--- config.mk ---
export PLATFORM = sky130hd
export DESIGN_NAME = seg_addr_gen
export DESIGN_NICKNAME = d
export VERILOG_FILES = /design/src/rtl/seg_addr_gen.sv
export SDC_FILE = /design/constraint.sdc
export NUM_CORES = 1
export LEC_CHECK = 0
export BUFFER_PORTS_ARGS = -buffer_cell sky130_fd_sc_hd__buf_2
export CORE_MARGIN = 8
export CORE_UTILIZATION = 35
export CTS_CLUSTER_SIZE = 14
export DETAILED_ROUTE_END_ITERATION = 12
export GPL_TIMING_DRIVEN = 0
export SKIP_LAST_GASP = 1
export SLEW_MARGIN = 30
export SYNTH_ARGS = -nofsm -noshare
export SYNTH_HDL_FRONTEND = slang
export SYNTH_SLANG_ARGS = --single-unit
--- constraint.sdc ---
create_clock -name clk -period 6.5 [get_ports clk]
set_input_delay 1.3 -clock clk [delete_from_list [all_inputs] [get_ports clk]]
set_output_delay 1.3 -clock clk [all_outputs]
set_load 0.01 [all_outputs]
--- src/rtl/seg_addr_gen.sv ---
module seg_addr_gen #(
  parameter int SEG_W = 16,
  parameter int OFF_W = 16,
  parameter int SHIFT = 4,
  parameter int NSEG  = 4,
  parameter int KIND_W = 3
) (
  input  logic                    clk,
  input  logic                    rst_n,
  input  logic                    seg_wr_en,
  input  logic [$clog2(NSEG)-1:0] seg_wr_sel,
  input  logic [SEG_W-1:0]        seg_wr_data,
  input  logic [KIND_W-1:0]       acc_kind,
  input  logic [OFF_W-1:0]        ip_val,
  input  logic [OFF_W-1:0]        sp_val,
  input  logic [OFF_W-1:0]        bp_val,
  input  logic [OFF_W-1:0]        bx_val,
  input  logic [OFF_W-1:0]        si_val,
  input  logic [OFF_W-1:0]        di_val,
  input  logic [OFF_W-1:0]        disp_val,
  input  logic                    ovr_valid,
  input  logic [$clog2(NSEG)-1:0] ovr_sel,
  output logic [SEG_W+SHIFT-1:0]  phys_addr
);
  localparam int ADDR_W = SEG_W + SHIFT;
  localparam int SEL_W  = $clog2(NSEG);

  localparam logic [SEL_W-1:0] SEG_CODE  = SEL_W'(0);
  localparam logic [SEL_W-1:0] SEG_DATA  = SEL_W'(1);
  localparam logic [SEL_W-1:0] SEG_STACK = SEL_W'(2);
  localparam logic [SEL_W-1:0] SEG_EXTRA = SEL_W'(3);

  localparam logic [KIND_W-1:0] K_FETCH   = KIND_W'(0);
  localparam logic [KIND_W-1:0] K_STK_SP  = KIND_W'(1);
  localparam logic [KIND_W-1:0] K_STK_BP  = KIND_W'(2);
  localparam logic [KIND_W-1:0] K_DAT_SI  = KIND_W'(3);
  localparam logic [KIND_W-1:0] K_DAT_DI  = KIND_W'(4);
  localparam logic [KIND_W-1:0] K_DAT_BX  = KIND_W'(5);
  localparam logic [KIND_W-1:0] K_DAT_DSP = KIND_W'(6);
  localparam logic [KIND_W-1:0] K_STR_DST = KIND_W'(7);

  logic [NSEG-1:0][SEG_W-1:0] seg_q;
  logic [SEL_W-1:0]           dflt_sel;
  logic [SEL_W-1:0]           eff_sel;
  logic [OFF_W-1:0]           offset;

  always_ff @(posedge clk or negedge rst_n) begin
    if (!rst_n)         seg_q <= '0;
    else if (seg_wr_en) seg_q[seg_wr_sel] <= seg_wr_data;
  end

  always_comb begin
    dflt_sel = SEG_DATA;
    offset   = disp_val;
    case (acc_kind)
      K_FETCH:   begin dflt_sel = SEG_CODE;  offset = ip_val;   end
      K_STK_SP:  begin dflt_sel = SEG_STACK; offset = sp_val;   end
      K_STK_BP:  begin dflt_sel = SEG_STACK; offset = bp_val;   end
      K_DAT_SI:  begin dflt_sel = SEG_DATA;  offset = si_val;   end
      K_DAT_DI:  begin dflt_sel = SEG_DATA;  offset = di_val;   end
      K_DAT_BX:  begin dflt_sel = SEG_DATA;  offset = bx_val;   end
      K_DAT_DSP: begin dflt_sel = SEG_DATA;  offset = disp_val; end
      K_STR_DST: begin dflt_sel = SEG_EXTRA; offset = di_val;   end
      default:   begin dflt_sel = SEG_DATA;  offset = disp_val; end
    endcase
  end

  assign eff_sel   = (ovr_valid && acc_kind != K_STR_DST) ? ovr_sel : dflt_sel;
  assign phys_addr = {seg_q[eff_sel], {SHIFT{1'b0}}} + ADDR_W'(offset);

  // Assertions
  assert_reset_clear_R1: assert property (@(posedge clk)
    !rst_n |=> seg_q == '0);

  assert_write_lands_R2: assert property (@(posedge clk) disable iff (!rst_n)
    seg_wr_en |=> seg_q[$past(seg_wr_sel)] == $past(seg_wr_data));

  assert_no_write_hold_R9: assert property (@(posedge clk) disable iff (!rst_n)
    !seg_wr_en |=> $stable(seg_q));

  assert_fetch_code_R4: assert property (@(posedge clk) disable iff (!rst_n)
    (acc_kind == K_FETCH && !ovr_valid) |->
      phys_addr == ADDR_W'(seg_q[SEG_CODE]) * ADDR_W'(16) + ADDR_W'(ip_val));

  assert_string_extra_R7: assert property (@(posedge clk) disable iff (!rst_n)
    acc_kind == K_STR_DST |->
      phys_addr == ADDR_W'(seg_q[SEG_EXTRA]) * ADDR_W'(16) + ADDR_W'(di_val));

  assert_override_offset_R8: assert property (@(posedge clk) disable iff (!rst_n)
    (ovr_valid && acc_kind == K_STK_SP) |->
      phys_addr == ADDR_W'(seg_q[ovr_sel]) * ADDR_W'(16) + ADDR_W'(sp_val));
endmodule

* After elaboration in Yosys (flattened, before gate mapping)
Cells that the tools add are included.
Widths: inputs -> output; s select.
** Operators by class
- Order comparisons :: 3
- Add/subtract/negate cells :: 1
- Eq/ne operators :: 8
- Multiplexer cells :: 8
- Reduce and logical (&&, ||, !) cells :: 6
** Operators with widths (number)
- $pmux 16 s7 :: 1
- $bwmux 64 :: 1
- $bmux 16 s2 :: 1
- $demux 16 s2 :: 1
- $mux 16 :: 2
- $add 20x16->20 :: 1
- $eq 3x3->1 const B :: 4
- $pmux 2 s4 :: 1
- $eq 3x2->1 const B :: 2
- $lt 2x3->1 const B :: 2
- $reduce_or 2->1 :: 2
- $reduce_or 4->1 :: 1
- $eq 3x1->1 const B :: 1
- $logic_not 3->1 :: 1
- $ne 3x3->1 const B :: 1
- $ge 2x1->1 const B :: 1
- $logic_and 1x1->1 :: 2
- $mux 2 :: 1
** Storage, ports and cells
- Word-level logic and storage cells :: 30
- Output and inout port bits :: 20
- Input bits :: 139
- Register bits after elaboration :: 64

* Longest topological paths before layout
- Word-level depth :: 7
- Mapped depth :: 17
- Depth with buffers taken out :: 15

* Worst setup path before layout
Ideal clock, no wire load.
- Path kind :: input to output
- From :: input acc_kind[1]
- To :: output phys_addr[14]
- Data required time :: 5.200 ns
- Data arrival time :: 4.537 ns
- Cell stages on the path :: 14
- Buffers on the path :: 3
- Path slack :: 0.663 ns
- Path through :: buf_4 > nand2_1 > a311oi_4 > buf_4 > buf_4 > mux2i_1 > a21oi_1 > ha_1 > nor2b_1 > o31a_1 > o2111ai_1 > a21boi_0 > or2_2 > o311ai_1
** On the way
- Cells in the longest elaborated chain, start to end :: 7
- Elaborated cells between the ends (all ways) :: 19
- Classes of those cells :: add/sub (1); eq/ne (8); mux (5); reduce/logical (5)
** Ends and longest elaborated chain
- from (decl) :: RTL line 13 : input logic [KIND_W-1:0] acc_kind,
- $eq 3x3->1, or another cell as far along :: RTL line 55 : case (acc_kind)
- $reduce_or 4->1 (no line) / $reduce_or 2->1 (equally long branches)
- $pmux 2 s4 :: RTL line 55
- $mux 2 :: RTL line 68 : assign eff_sel = (ovr_valid && acc_kind != K_STR_DST) ? ovr_sel : dflt_sel;
- $bmux 16 s2 :: RTL line 69 : assign phys_addr = {seg_q[eff_sel], {SHIFT{1'b0}}} + ADDR_W'(offset);
- $mux 16 (implied by the code) :: RTL line 69
- $add 20x16->20 (*) :: RTL line 69
- to (decl) :: RTL line 23 : output logic [SEG_W+SHIFT-1:0] phys_addr
Every way passes the cells marked *; elsewhere a longest branch is shown, timed or not. The select of a mux whose other input is x is not followed.

* Final worst setup path
- From :: input acc_kind[0]
- To :: output phys_addr[14]
Same word-level chain as after synthesis.

==> results.toml <==
[synthesis]
yosys_warnings = 0
synth.distinct_cells = 50
yosys-top-cells-area = "dfrtp_1, mux2_2, mux2i_1"
yosys_most_used_dff = "dfrtp_1"
synth-edff-count = 0
ys_seq_area_frac = 0.350
syn_avg_cell_area_um2 = 9.94
synth_fp_nets = 612
synth_top_area_share = 0.350
ys_ff_latch = 64
async_flop_share = 1.00
netlist_area_mm2 = 0.00457
synth_area_leader_cell = "dfrtp_1"
syn_inst = 460

[sta]
setup_viol = 0
hold_ws_ns = 0.493
tightest_slew_ns = 0.807
fin_skew_ns = 0
fin_crit_sh = 0.966
maxSlewViolCount = 0
max-slew-margin-rel = 0.462
fmax_mhz = 159
final_hold_viol_count = 0
post-route-min-period_ns = 6.28
fin_setup_tns_ns = 0

[floorplan]
die_h_um = 130
coreArea_mm2 = 0.0127
dieArea_mm2 = 0.0170
fp-row-count = 41
fp.dieW_um = 130
io_pins = 159
initial_utilization = 0.361

[critical_path]
startpoint_type = "input pin"
r2r_slack_ns = 5.73
r2r_start = "seg_q[50]"
r2r_cells = 1
criticalPathCategory = "in2out"
r2r_end = "seg_q[50]"
critPathMaxFanout = 10
startpoint = "acc_kind[0]"
cp-end-kind = "output pin"
critPathArrivalTime_ns = 4.98
cp-endpoint = "phys_addr[14]"
worstPathRequired_ns = 5.20

[layout]
regMostFlops = "seg_q"
diodes = 0
regArea_mm2 = 0.00160
finalNetCount = 781
areaGrowthSynthToFinish_pct = 28.7
drive_above_1_share = 0.418
reg.largest.list = "seg_q x64"
fill_cells = 1288
multi_input_area_mm2 = 0.00280
largest_reg_flops = 64

[placed_design]
hpwl_mm = 12.9
port-buffer-count = 157
place_congestion = 0.967

[clock_network]
clkTransAtPathRegs_ns = 0.05
cts_tree = "yes"
clock_latency_ns = 0.32
cts.sinks = 64
cts_root_buf = "clkbuf_16"
cts_buffers = 9
clockBufferDepth = 2
h-tree-depth = 3

[job]
cap_violations = 0

[global_route]
grt_pass1_wl_mm = 24.2
antenna_found_initial = 0
grt_pass1_vias = 4497
grt_remaining_overflow = 0
grt_usage = 0.187
grt_start_max_net_pins = 65

[status]
outcome = "finished clean"

[routing]
via_per_inst = 5.37
drt_iter0_drc = 317
finalWirelength_mm = 16.1
firstDrtPassIters = 5
final_antenna_net_count = 0
drt-wirelength-per-cell_um = 20.1
drc_errors = 0
num_vias = 4317

[power]
power_leakage_nw = 2.76
peakVddDrop_mv = 0.206
p_per_area_mw_per_mm2 = 269

[worst_hold_path]
min_path_type = "reg2reg"
cells in the mapped netlist (2+ instances only):
library cell  number
ha_1              12
nor3b_1            3
nand2_1           23
o21a_1             3
a211oi_1          16
a22oi_1            6
and2b_1            2
nand2b_1           2
dfrtp_1           64
o21ai_0           22
mux2i_4            2
xnor2_1            9
o22ai_1            5
nand4_1            2
buf_2              5
nand3b_1           2
mux2i_1           34
inv_1             14
or2_2              2
o211ai_1           3
a21oi_1           56
nand3_1            2
mux2_2            67
nor2_1            27
a32oi_1            6
mux4_1             2
xor2_1             2
nor2b_1           16
clkbuf_1          18
buf_4              4
a22o_1             8
a21o_1             3
cell type report:
class | instances | share of cell area
inverters | 14 | 0.00893
plain buffers | 29 | 0.0245
flip-flops and latches | 64 | 0.272
multi-input cells | 353 | 0.476
well taps | 172 | 0.0366
clock buffers | 14 | 0.0466
repair buffers | 158 | 0.135
worst min-delay path by stage:
stage,from,endpoint,slack [ns],cells after the start
after floorplan,seg_q[37],seg_q[37],0.47,1
after CTS,seg_q[37],seg_q[37],0.50,1
after global routing,seg_q[35],seg_q[35],0.50,1
after detailed placement,seg_q[37],seg_q[37],0.48,1
after global placement,seg_q[37],seg_q[37],0.48,1
final,seg_q[41],seg_q[41],0.49,1
cell families after synthesis:
group	Yosys count	share of synthesized area
flip-flops	64	0.350
AND/OR/NAND/NOR	83	0.0873
XOR/XNOR	11	0.0211
adder cells (fa/ha/maj)	13	0.0372
AO/OA/AOI/OAI	139	0.194
multiplexers	107	0.269
buffers and inverters	43	0.0416
worst max-delay path, stage by stage:
cell and delay, ns:
buf_2 0.08, buf_2 0.23, nor2b_1 0.15, buf_2 0.23
o21ai_1 0.07, and3_1 0.17, buf_4 0.20, clkbuf_2 0.23
a211oi_2 0.20, a21oi_1 0.09, ha_1 0.35, nor2b_1 0.17
o31a_1 0.28, o2111ai_2 0.26, a21boi_0 0.20, or2_2 0.31
o311ai_1 0.25, buf_2 0.19
repair_timing:
item | in CTS | in global routing
hold buffers | 0 | 0
pin swaps | 1 | 0
setup endpoints to repair | 4 | 4
hold endpoints to repair | 0 | 0
setup buffers | 1 | 0
gates resized for setup | 0 | 12
routing by layer:
layer | track usage | share of wire | vias up
met4 | 0.0615 | 0.021 | 0
met1 | 0.221 | 0.39 | 2055
li1 | - | - | 2040
met2 | 0.328 | 0.48 | 204
met3 | 0.0424 | 0.10 | 18
met5 | 0 | 0 | -
layout by cell type, fill, tap and decap left out, drive strengths merged, types with 2 or more instances in the layout:
cell	netlist	routed
o21a	3	3
and2b	2	2
nand4	2	2
mux4	3	3
nor2	27	27
a21o	3	3
mux2	67	67
nand3b	2	2
a211oi	17	17
nand3	2	2
clkbuf	18	33
o22ai	5	5
xor2	2	2
nor2b	16	16
dfrtp	64	64
a22oi	6	6
xnor2	9	9
inv	14	14
nand2b	2	2
nor3b	3	3
o211ai	3	3
a21oi	56	56
ha	12	12
a32oi	6	6
mux2i	37	37
buf	11	168
a22o	8	8
o21ai	23	23
nand2	23	23
or2	2	2
through the flow:
step	utilization	area, um2	total power (W)	worst slack [ns]	cells
6_report	0.464	5880	0.00158	0.219	804
5_1_grt	0.464	5880	0.00169	-0.0158	804
4_1_cts	0.463	5860	0.00160	0.00551	804
3_5_place_dp	0.441	5580	0.00115	-0.150	789
3_3_place_gp	0.440	5570	0.00113	-0.128	789
2_1_floorplan	-	4570	0.000916	0.663	460
power breakdown:
| part | internal, W | switching (W) |
|---|---|---|
| Clock | 0.000285 | 0.000154 |
| Sequential | 0.000475 | 0.0000355 |
| Combinational | 0.000295 | 0.000339 |
| Total | 0.00105 | 0.000528 |
(Power assumes the default switching activity.)
